--- config.mk ---
export PLATFORM = sky130hd
export DESIGN_NAME = bitclk_frame_gen
export DESIGN_NICKNAME = d
export VERILOG_FILES = /design/src/rtl/bitclk_frame_gen.sv
export SDC_FILE = /design/constraint.sdc
export NUM_CORES = 1
export LEC_CHECK = 0
export ABC_CLOCK_PERIOD_IN_PS = 3100
export BUFFER_PORTS_ARGS = -buffer_cell sky130_fd_sc_hd__buf_2
export CAP_MARGIN = 20
export CORE_ASPECT_RATIO = 0.8
export CORE_UTILIZATION = 50
export CTS_BUF_LIST = sky130_fd_sc_hd__clkbuf_8
export CTS_CLUSTER_DIAMETER = 80
export DETAILED_ROUTE_END_ITERATION = 16
export PLACE_DENSITY_LB_ADDON = 0.12
export SKIP_CTS_REPAIR_TIMING = 1
export SYNTH_ARGS = -nofsm -noshare
export SYNTH_HDL_FRONTEND = slang
export SYNTH_SLANG_ARGS = --single-unit
--- constraint.sdc ---
create_clock -name clk -period 3.1 [get_ports clk]
set_input_delay 0 -clock clk [delete_from_list [all_inputs] [get_ports clk]]
set_output_delay 0 -clock clk [all_outputs]
set_load 0.01 [all_outputs]
--- src/rtl/bitclk_frame_gen.sv ---
module bitclk_frame_gen #(
  parameter int DIV_W = 8,
  parameter int WID_W = 8,
  parameter int PER_W = 12
) (
  input  logic             clk,
  input  logic             rst_n,
  input  logic             gen_rst,
  input  logic             src_clk,
  input  logic             src_rise_sel,
  input  logic [DIV_W-1:0] div_val,
  input  logic [WID_W-1:0] fs_width,
  input  logic [PER_W-1:0] fs_period,
  input  logic             resync_en,
  input  logic             ext_fs,
  output logic             bclk_rise,
  output logic             bclk_fall,
  output logic             fsync,
  output logic             fs_start
);
  localparam logic [DIV_W:0] ONE = 1;
  localparam logic [DIV_W:0] TWO = 2;
  localparam logic [1:0]     WARM_TICKS = 2'd2;

  logic             src_q, ext_q;
  logic [DIV_W-1:0] cnt;
  logic [PER_W-1:0] per_cnt;
  logic [WID_W-1:0] wid_cnt;
  logic [1:0]       warm;

  wire             src_ev  = src_rise_sel ? (src_clk & ~src_q) : (~src_clk & src_q);
  wire             ext_ev  = resync_en & ext_fs & ~ext_q;
  wire             wrap    = cnt >= div_val;
  wire             tick    = ext_ev | (src_ev & wrap);
  wire [DIV_W:0]   half    = ({1'b0, div_val} + TWO) >> 1;
  wire             fall_ev = ~ext_ev & src_ev & ~wrap & (div_val != '0) &
                             (({1'b0, cnt} + ONE) == half);
  wire             running = warm == WARM_TICKS;
  wire             restart = ext_ev | (per_cnt == '0);

  always_ff @(posedge clk or negedge rst_n) begin
    if (!rst_n) begin
      src_q <= 1'b0;
      ext_q <= 1'b0;
    end else begin
      src_q <= src_clk;
      ext_q <= ext_fs;
    end
  end

  always_ff @(posedge clk or negedge rst_n) begin
    if (!rst_n) begin
      cnt       <= '0;
      warm      <= '0;
      bclk_rise <= 1'b0;
      bclk_fall <= 1'b0;
    end else if (gen_rst) begin
      cnt       <= '0;
      warm      <= '0;
      bclk_rise <= 1'b0;
      bclk_fall <= 1'b0;
    end else begin
      bclk_rise <= tick;
      bclk_fall <= fall_ev;
      if (ext_ev || (src_ev && wrap)) cnt <= '0;
      else if (src_ev)                cnt <= cnt + 1'b1;
      if (tick && !running) warm <= warm + 1'b1;
    end
  end

  always_ff @(posedge clk or negedge rst_n) begin
    if (!rst_n) begin
      per_cnt  <= '0;
      wid_cnt  <= '0;
      fsync    <= 1'b0;
      fs_start <= 1'b0;
    end else if (gen_rst) begin
      per_cnt  <= '0;
      wid_cnt  <= '0;
      fsync    <= 1'b0;
      fs_start <= 1'b0;
    end else begin
      fs_start <= tick & running & restart;
      if (tick && running) begin
        if (restart) begin
          per_cnt <= fs_period;
          wid_cnt <= fs_width;
          fsync   <= 1'b1;
        end else begin
          per_cnt <= per_cnt - 1'b1;
          if (fsync) begin
            if (wid_cnt == '0) fsync <= 1'b0;
            else               wid_cnt <= wid_cnt - 1'b1;
          end
        end
      end
    end
  end
endmodule

==> results.json, run 1 <==
{
  "rr_endpoint": "per_cnt[1]$_DFFE_PN0P_",
  "max_freq_mhz": 372,
  "hold_violations": 0,
  "start_util_pct": 52.4,
  "yosysSeqAreaShare_pct": 33.9,
  "synth_area_um2": 2650,
  "crit_path_end_kind": "register",
  "hpwl_um": 4620,
  "grt_overflow_total": 0,
  "final_cell_mix": "buf_2, dfrtp_1, nand2_1",
  "root_buffer": "clkbuf_8",
  "die_x_um": 83.5,
  "grt_pass1_wl_um": 10800,
  "tritoncts": "built",
  "synth_seq_cells": 36,
  "vias": 2477,
  "start_kind": "register",
  "fillCellCount": 441,
  "setup_violations": 0,
  "detail_route.wl_per_cell_um": 14.9,
  "path_clk_slew_ps": 70,
  "worstPathArrival_ps": 2880,
  "finalWirelength_um": 6260,
  "status": "complete, no violations",
  "syn_avg_cell_area_um2": 8.35,
  "row_count": 23,
  "worst_ep_required_time_ps": 3290,
  "grt_usage_pct": 24.3,
  "vias_per_cell": 5.91,
  "cts_htree_levels": 2,
  "cts_buffer_depth": 2,
  "drtAntennaViolNets": 0,
  "synth-simple-area-share_pct": 21.6,
  "path_max_fanout": 8,
  "synthXorXnorAreaFrac_pct": 6.60,
  "final.period_utilization_pct": 86.7,
  "p_leak_nw": 1.43,
  "antenna_found_initial": 0,
  "io_buffer_count": 38,
  "min_path_cells": 3,
  "synthAdderAreaFrac_pct": 6.60,
  "critPathKind": "register to register",
  "synthFlopType": "dfrtp_1",
  "drt-pass1-iter-count": 5,
  "grt_max_degree": 37,
  "setup.reg_to_reg.worst_slack_ps": 410,
  "synth_fp_nets": 367,
  "synth-compound-area-share_pct": 22.5,
  "powerDensity_nw_per_um2": 313,
  "coreArea_um2": 5060,
  "hold_class": "input port to register",
  "n_antenna_cell": 0,
  "ys_warn_count": 0,
  "ir_drop_uv": 213,
  "clock-skew-final_ps": 7.29,
  "final_layout_size_suffix_gt1_share_pct": 15.7,
  "min_from": "fs_width[0]",
  "critPathLaunch": "cnt[2]$_DFFE_PN0P_",
  "worstReg2RegStart": "cnt[2]$_DFFE_PN0P_",
  "synth_mux_area_share_pct": 3.06,
  "rsz0062_at_grt": "false",
  "synth_cell_types": 52,
  "first_global_vias": 2227,
  "ioPinCount": 39,
  "netlist_instances": 318,
  "post-route-min-period_ps": 2690,
  "hold_end": "wid_cnt[0]$_DFFE_PN0P_",
  "r2r_cells": 8,
  "drt_iter0_drc": 207,
  "tightest_slew_ps": 872,
  "synthArstFlopShare_pct": 100,
  "relSlewSlack_pct": 41.4,
  "gp_congestion": 0.865,
  "synth_top_family_by_area": "compound AO/OA/AOI/OAI gates",
  "cts_buffers": 5,
  "clkSinkCount": 36,
  "synth_edf_count": 0,
  "final_common_cell": "buf_2",
  "drv_cap": 0,
  "drc": 0,
  "clk_latency_ps": 290,
  "nets": 405,
  "syn2layout_area_growth_pct": 13.2,
  "die-area_um2": 5600,
  "drv_slew": 0,
  "finalSetupTns_ps": 0,
  "dieHeight_um": 67.2,
  "final_core_util_pct": 59.3,
  "whs_ps": 38.4
}
[cells in the mapped netlist, types with 6 or more instances]
| cell | instances | area (um^2) |
|---|---|---|
| nor3_1 | 10 | 50.1 |
| clkbuf_1 | 9 | 33.8 |
| o31ai_1 | 7 | 52.6 |
| and3_1 | 6 | 37.5 |
| a21oi_1 | 26 | 130 |
| nor2_1 | 20 | 75.1 |
| o21ai_0 | 23 | 115 |
| dfrtp_1 | 36 | 901 |
| ha_1 | 14 | 175 |
| nand2_1 | 32 | 120 |
| a31oi_1 | 6 | 37.5 |
| nand3_1 | 14 | 70.1 |
| mux2i_1 | 7 | 70.1 |
| inv_1 | 20 | 75.1 |
| xnor2_1 | 17 | 149 |
[how the worst max path moves through the flow]
stage / cells after the start / end
after floorplan: 8 / wid_cnt[1]$_DFFE_PN0P_
after global placement: 7 / wid_cnt[5]$_DFFE_PN0P_
after detailed placement: 8 / per_cnt[1]$_DFFE_PN0P_
after CTS: 8 / per_cnt[1]$_DFFE_PN0P_
after global routing: 8 / per_cnt[4]$_DFFE_PN0P_
final: 8 / per_cnt[1]$_DFFE_PN0P_
[metal layers]
layer  routed length, um  vias up  part of all wire, %  GRT usage [%]
li1                    -     1228                    -              -
met2                2420       77                   39           32.9
met1                3450     1165                   55           38.7
met3                 328        7                  5.2           4.28
met5                   0        -                    0              0
met4                  60        0                 0.96           6.99
[per-stage QoR]
stage	instances	setup slack (ps)	area [um^2]	total power, W
global route	419	176	3000	0.000989
CTS	416	454	2970	0.000948
finish	419	413	3000	0.000941
detailed placement	408	497	2880	0.000614
floorplan	318	698	2650	0.000561
global placement	408	528	2880	0.000613
[cell type report]
cell class              count  area, um^2  area share, %
well taps                  62        77.6           2.58
inverters                  20        75.1           2.50
multi-input cells         247        1600           53.3
clock buffers               6        82.6           2.75
clock inverters             2        7.51          0.250
flip-flops and latches     36         901           30.0
repair buffers             46         258           8.58
[critical path: stages (launching register included)]
cell      delay, ps
dfrtp_1         440
ha_1            320
and3_1          180
o21ai_0         210
a21oi_1         220
o21ai_0         660
buf_4           280
a211oi_1         50
a211oi_1        240
[cells by family after synthesis]
logic type	count (synthesis)
buf+inv	35
compound gates	91
flops	36
fa+ha+maj	14
mux	8
xor+xnor	20
simple gates	114
[power by group]
group | total, W | internal [W] | leakage (nW) | switching (W)
sequential | 0.000478 | 0.000474 | 0.497 | 0.00000394
combinational | 0.000131 | 0.0000567 | 0.880 | 0.0000743
clock | 0.000332 | 0.000175 | 0.0538 | 0.000157
total | 0.000941 | 0.000705 | 1.43 | 0.000236
[sequential cells by signal, summed over array words and instances (netlist names)]
name / flops
per_cnt: 12
bclk_rise: 1
wid_cnt: 8
bclk_fall: 1
ext_q: 1
src_q: 1
warm: 2
fsync: 1
cnt: 8
fs_start: 1
(Power assumes the default switching activity.)
==> run 2, diff against run 1 <==
BUFFER_PORTS_ARGS = -buffer_cell sky130_fd_sc_hd__clkbuf_2   (was -buffer_cell sky130_fd_sc_hd__buf_2)
==> results.json, run 2 (same netlist as run 1, synthesis figures left out) <==
{
  "status": "complete, no violations",
  "ir_drop_uv": 270,
  "die_x_um": 83.5,
  "grt_max_degree": 37,
  "slowest_stage": "o21ai_0",
  "coreArea_um2": 5060,
  "worst_ep_required_time_ps": 3310,
  "final_common_cell": "clkbuf_2",
  "setup_violations": 0,
  "final.period_utilization_pct": 85.4,
  "drc": 0,
  "n_antenna_cell": 0,
  "seq_power_share_pct": 40.0,
  "hold_violations": 0,
  "worstPathArrival_ps": 2850,
  "root_buffer": "clkbuf_8",
  "final_layout_size_suffix_gt1_share_pct": 16.2,
  "antenna_found_initial": 0,
  "p_switching_w": 0.000261,
  "clk_latency_ps": 300,
  "critPathKind": "register to register",
  "vias_per_cell": 5.85,
  "gp_congestion": 0.881,
  "detail_route.wl_per_cell_um": 15.2,
  "clkPwrFrac_pct": 49.0,
  "grt_usage_pct": 24.3,
  "whs_ps": 4.87,
  "cp_top_family": "compound AO/OA/AOI/OAI gates",
  "vias": 2453,
  "nets": 405,
  "drv_slew": 0,
  "ioPinCount": 39,
  "hold_class": "input port to register",
  "grt_pass1_wl_um": 10700,
  "row_count": 23,
  "drt_iter0_drc": 193,
  "die-area_um2": 5600,
  "cts_htree_levels": 2,
  "cp_num_buf_inv": 2,
  "cts_buffers": 5,
  "first_global_vias": 2150,
  "grt_overflow_total": 0,
  "final_cell_mix": "clkbuf_2, dfrtp_1, nand2_1",
  "top_register": "per_cnt",
  "io_buffer_count": 38,
  "drv_cap": 0,
  "combPwrFrac_pct": 11.0,
  "finalWirelength_um": 6390,
  "drt-pass1-iter-count": 4,
  "max_freq_mhz": 378,
  "drtAntennaViolNets": 0,
  "path_max_fanout": 8,
  "relSlewSlack_pct": 35.9,
  "dieHeight_um": 67.2,
  "post-route-min-period_ps": 2650,
  "start_util_pct": 52.4,
  "start_kind": "register",
  "path_cells": "inv_1, ha_1, and3_1, o21ai_0, a21oi_1, o21ai_0, buf_4, a211oi_1, a211oi_1",
  "slowest_delay_ps": 600,
  "crit_path_end_kind": "register",
  "reg_top3": "per_cnt: 12 flops, cnt: 8 flops, wid_cnt: 8 flops",
  "hpwl_um": 4640,
  "largest_reg_flops": 12,
  "tightest_slew_ps": 954,
  "syn2layout_area_growth_pct": 15.7,
  "finalSetupTns_ps": 0,
  "clkSinkCount": 36,
  "clock-skew-final_ps": 13.0,
  "rsz0062_at_grt": "false",
  "p_leak_nw": 1.46,
  "p_int_w": 0.000933,
  "netSwitchingFraction_pct": 21.8,
  "cts_buffer_depth": 2,
  "tritoncts": "built",
  "powerDensity_nw_per_um2": 389,
  "path_clk_slew_ps": 80
}
run 2: changes by cell type in the layout (fill, tap and decap cells not counted):
cell,previous run,this run
inv_1,22,20
clkbuf_8,6,5
buf_2,38,0
clkbuf_2,0,38
bufinv_16,0,3
run 2: power groups by stage:
stage	sequential (W)	clock [W]	combinational, W
2_1_floorplan	0.000486	0	0.0000750
3_3_place_gp	0.000486	0	0.000126
3_5_place_dp	0.000487	0	0.000128
4_1_cts	0.000478	0.000594	0.000128
5_1_grt	0.000478	0.000614	0.000149
6_report	0.000478	0.000585	0.000132
run 2: stage by stage:
stage               cell area, um^2  utilization, %  instances  power (W)  worst slack, ps
floorplan                      2650               -        318   0.000561              698
global route                   3070            60.6        419    0.00124              230
CTS                            3040            60.1        416    0.00120              477
detailed placement             2880            56.9        408   0.000615              529
finish                         3070            60.6        419    0.00119              453
global placement               2880            56.9        408   0.000613              512
run 2: routing by layer:
layer | GRT usage, % | up-vias | routed length [um]
li1 | - | 1226 | -
met1 | 38.8 | 1149 | 3470
met2 | 32.8 | 71 | 2440
met3 | 4.77 | 7 | 417
met4 | 6.36 | 0 | 61
met5 | 0 | - | 0
run 2: worst reg2reg max path: stages, from the launching register on:
cell	delay, ps
dfrtp_1	440
inv_1	90
ha_1	280
and3_1	140
o21ai_0	230
a21oi_1	230
o21ai_0	600
buf_4	280
a211oi_1	60
a211oi_1	210
run 2: final cells by class:
cell class / count / area (um^2)
fillers: 479 / 1990
multi-input cells: 247 / 1600
flip-flops and latches: 36 / 901
repair buffers: 46 / 258
clock inverters: 3 / 90.1
well taps: 62 / 77.6
inverters: 20 / 75.1
clock buffers: 5 / 68.8
run 2: worst paths after layout:
| kind | start | endpoint | slack [ps] | cells past startpoint |
|---|---|---|---|---|
| setup / recovery | cnt[0]$_DFFE_PN0P_ | per_cnt[1]$_DFFE_PN0P_ | 450 | 9 |
| hold / removal | fs_width[0] | wid_cnt[0]$_DFFE_PN0P_ | 5 | 3 |
| setup reg to reg | cnt[0]$_DFFE_PN0P_ | per_cnt[1]$_DFFE_PN0P_ | 450 | 9 |
| hold reg to reg | warm[1]$_DFFE_PN0P_ | warm[1]$_DFFE_PN0P_ | 550 | 2 |
| max in group asynchronous | rst_n | cnt[0]$_DFFE_PN0P_ | 2170 | 2 |
| min in group asynchronous | rst_n | per_cnt[3]$_DFFE_PN0P_ | 360 | 2 |
==> run 3, diff against run 2 <==
ABC_AREA = 1   (was not set)
CORE_ASPECT_RATIO = not set   (was 0.8)
GPL_ROUTABILITY_DRIVEN = 1   (was not set)
==> results.json, run 3 <==
{
  "syn2layout_area_growth_pct": 11.3,
  "synth_area_um2": 2720,
  "synth_area_leader_cell": "dfrtp_1",
  "max_freq_mhz": 431,
  "final_layout_size_suffix_gt1_share_pct": 12.5,
  "detail_route.wl_per_cell_um": 12.1,
  "hold_end": "per_cnt[8]$_DFFE_PN0P_",
  "root_buffer": "clkbuf_8",
  "cp_num_buf_inv": 3,
  "reg_top3": "per_cnt: 12 flops, cnt: 8 flops, wid_cnt: 8 flops",
  "hold_violations": 0,
  "clkPwrFrac_pct": 15.8,
  "final_common_cell": "nand2_1",
  "seq_power_share_pct": 33.6,
  "min_path_cells": 3,
  "ys_warn_count": 0,
  "clock-skew-final_ps": 7.37,
  "drv_slew": 0,
  "dieHeight_um": 75.7,
  "cpMostUsedCell": "nand2_1",
  "die-area_um2": 5730,
  "syn_avg_cell_area_um2": 6.74,
  "final.period_utilization_pct": 74.9,
  "gp_congestion": 0.882,
  "worstReg2RegStart": "per_cnt[0]$_DFFE_PN0P_",
  "start_util_pct": 52.5,
  "antenna_found_initial": 0,
  "path_clk_slew_ps": 70,
  "drv_cap": 0,
  "nets": 490,
  "drt-pass1-iter-count": 4,
  "worst_ep_required_time_ps": 3320,
  "slowest_stage": "dfrtp_1",
  "netSwitchingFraction_pct": 44.7,
  "synth_largest_type_area_fraction_pct": 33.2,
  "top_register": "per_cnt",
  "synth_fp_nets": 452,
  "synthTopCellsByCount": "nand2_1, nand3_1, inv_1",
  "cts_htree_levels": 2,
  "grt_usage_pct": 24.2,
  "tritoncts": "built",
  "netlist_instances": 403,
  "drtAntennaViolNets": 0,
  "n_antenna_cell": 0,
  "ioPinCount": 39,
  "cts_buffers": 5,
  "vias": 2626,
  "final_cell_mix": "nand2_1, nand3_1, inv_1",
  "hpwl_um": 4720,
  "row_count": 26,
  "io_buffer_count": 38,
  "setup_violations": 0,
  "drt_iter0_drc": 179,
  "setup.reg_to_reg.worst_slack_ps": 780,
  "grt_overflow_total": 0,
  "ir_drop_uv": 454,
  "rr_endpoint": "wid_cnt[7]$_DFFE_PN0P_",
  "yosysSeqAreaShare_pct": 33.2,
  "grt_max_degree": 37,
  "status": "complete, no violations",
  "combPwrFrac_pct": 50.6,
  "min_from": "fs_period[8]",
  "path_max_fanout": 20,
  "finalWirelength_um": 6200,
  "whs_ps": 28.8,
  "rsz0062_at_grt": "false",
  "hold_class": "input port to register",
  "powerDensity_nw_per_um2": 642,
  "first_global_vias": 2366,
  "p_switching_w": 0.000869,
  "cp_top_family": "simple AND/OR/NAND/NOR gates",
  "path_cells": "inv_1, ha_1, nand2_2, nor2_2, nand2_1, nand2_2, inv_2, nand2_1, nand2_1, inv_1, nand3_1, nand2_1",
  "drc": 0,
  "vias_per_cell": 5.14,
  "coreArea_um2": 5170,
  "synthFlopType": "dfrtp_1",
  "synthArstFlopShare_pct": 100,
  "clkSinkCount": 36,
  "finalSetupTns_ps": 0,
  "ys_top_cells_by_area": "dfrtp_1, nand2_1, nand3_1",
  "relSlewSlack_pct": 40.7,
  "largest_reg_flops": 12,
  "synth_edf_count": 0,
  "synth_cell_types": 29,
  "critPathKind": "register to register",
  "crit_path_end_kind": "register",
  "start_kind": "register",
  "tightest_slew_ps": 889,
  "p_int_w": 0.00107,
  "clk_latency_ps": 290,
  "yosysMostFrequentCell": "nand2_1",
  "critPathLaunch": "per_cnt[0]$_DFFE_PN0P_",
  "grt_pass1_wl_um": 10500,
  "p_leak_nw": 1.67,
  "synth_seq_cells": 36,
  "post-route-min-period_ps": 2320,
  "slowest_delay_ps": 390,
  "worstPathArrival_ps": 2540,
  "r2r_cells": 12,
  "cts_buffer_depth": 2,
  "die_x_um": 75.7
}
-- run 3: cell families (layout without fill, tap and decap cells) --
logic type / after synthesis / in the layout / synth area share [%]
and+or+nand+nor: 233 / 233 / 36.9
adders and majority gates: 14 / 14 / 6.45
muxes: 2 / 2 / 0.737
buffers and inverters: 63 / 101 / 10.3
DFF: 36 / 36 / 33.2
AOI/OAI and AO/OA: 41 / 41 / 7.92
xor gates and xnor gates: 14 / 14 / 4.51
-- run 3: stage by stage --
| stage | instance area, um^2 | utilization, % | total power, W | setup slack (ps) | instances |
|---|---|---|---|---|---|
| 2_1_floorplan | 2720 | - | 0.00150 | 1350 | 403 |
| 3_3_place_gp | 2920 | 56.4 | 0.00162 | 831 | 501 |
| 3_5_place_dp | 2920 | 56.4 | 0.00163 | 797 | 501 |
| 4_1_cts | 2990 | 57.9 | 0.00195 | 778 | 508 |
| 5_1_grt | 3020 | 58.5 | 0.00214 | 525 | 511 |
| 6_report | 3020 | 58.5 | 0.00194 | 777 | 511 |
-- run 3: worst min-delay path: cells and delay by family --
family                 cells  cell delay, ps
AOI/OAI and AO/OA          2             200
buffers and inverters      1              80
-- run 3: per-layer routing --
layer / GRT usage (%) / share of wire [%]
met1: 32.6 / 50
met2: 39.4 / 46
met3: 4.37 / 3.4
met4: 8.44 / 1.2
met5: 0 / 0
-- run 3: final cells by class --
class | instances | area, um^2
fillers | 521 | 2150
multi-input cells | 304 | 1540
flip-flops and latches | 36 | 901
repair buffers | 42 | 228
inverters | 52 | 195
well taps | 70 | 87.6
clock buffers | 5 | 68.8
clock inverters | 2 | 8.76
-- run 3: worst max-delay path by stage --
stage | to | cells after the start
after floorplan | per_cnt[4]$_DFFE_PN0P_ | 15
after global placement | wid_cnt[4]$_DFFE_PN0P_ | 12
after detailed placement | wid_cnt[7]$_DFFE_PN0P_ | 12
after CTS | wid_cnt[7]$_DFFE_PN0P_ | 12
after global routing | wid_cnt[7]$_DFFE_PN0P_ | 12
final | wid_cnt[7]$_DFFE_PN0P_ | 12
-- run 3: power by group through the flow --
stage          clock network [W]  logic (W)  registers, W
2_1_floorplan                  0   0.000859      0.000637
3_3_place_gp                   0   0.000964      0.000657
3_5_place_dp                   0   0.000978      0.000657
4_1_cts                 0.000317   0.000982      0.000650
5_1_grt                 0.000332    0.00115      0.000667
6_report                0.000307   0.000983      0.000652
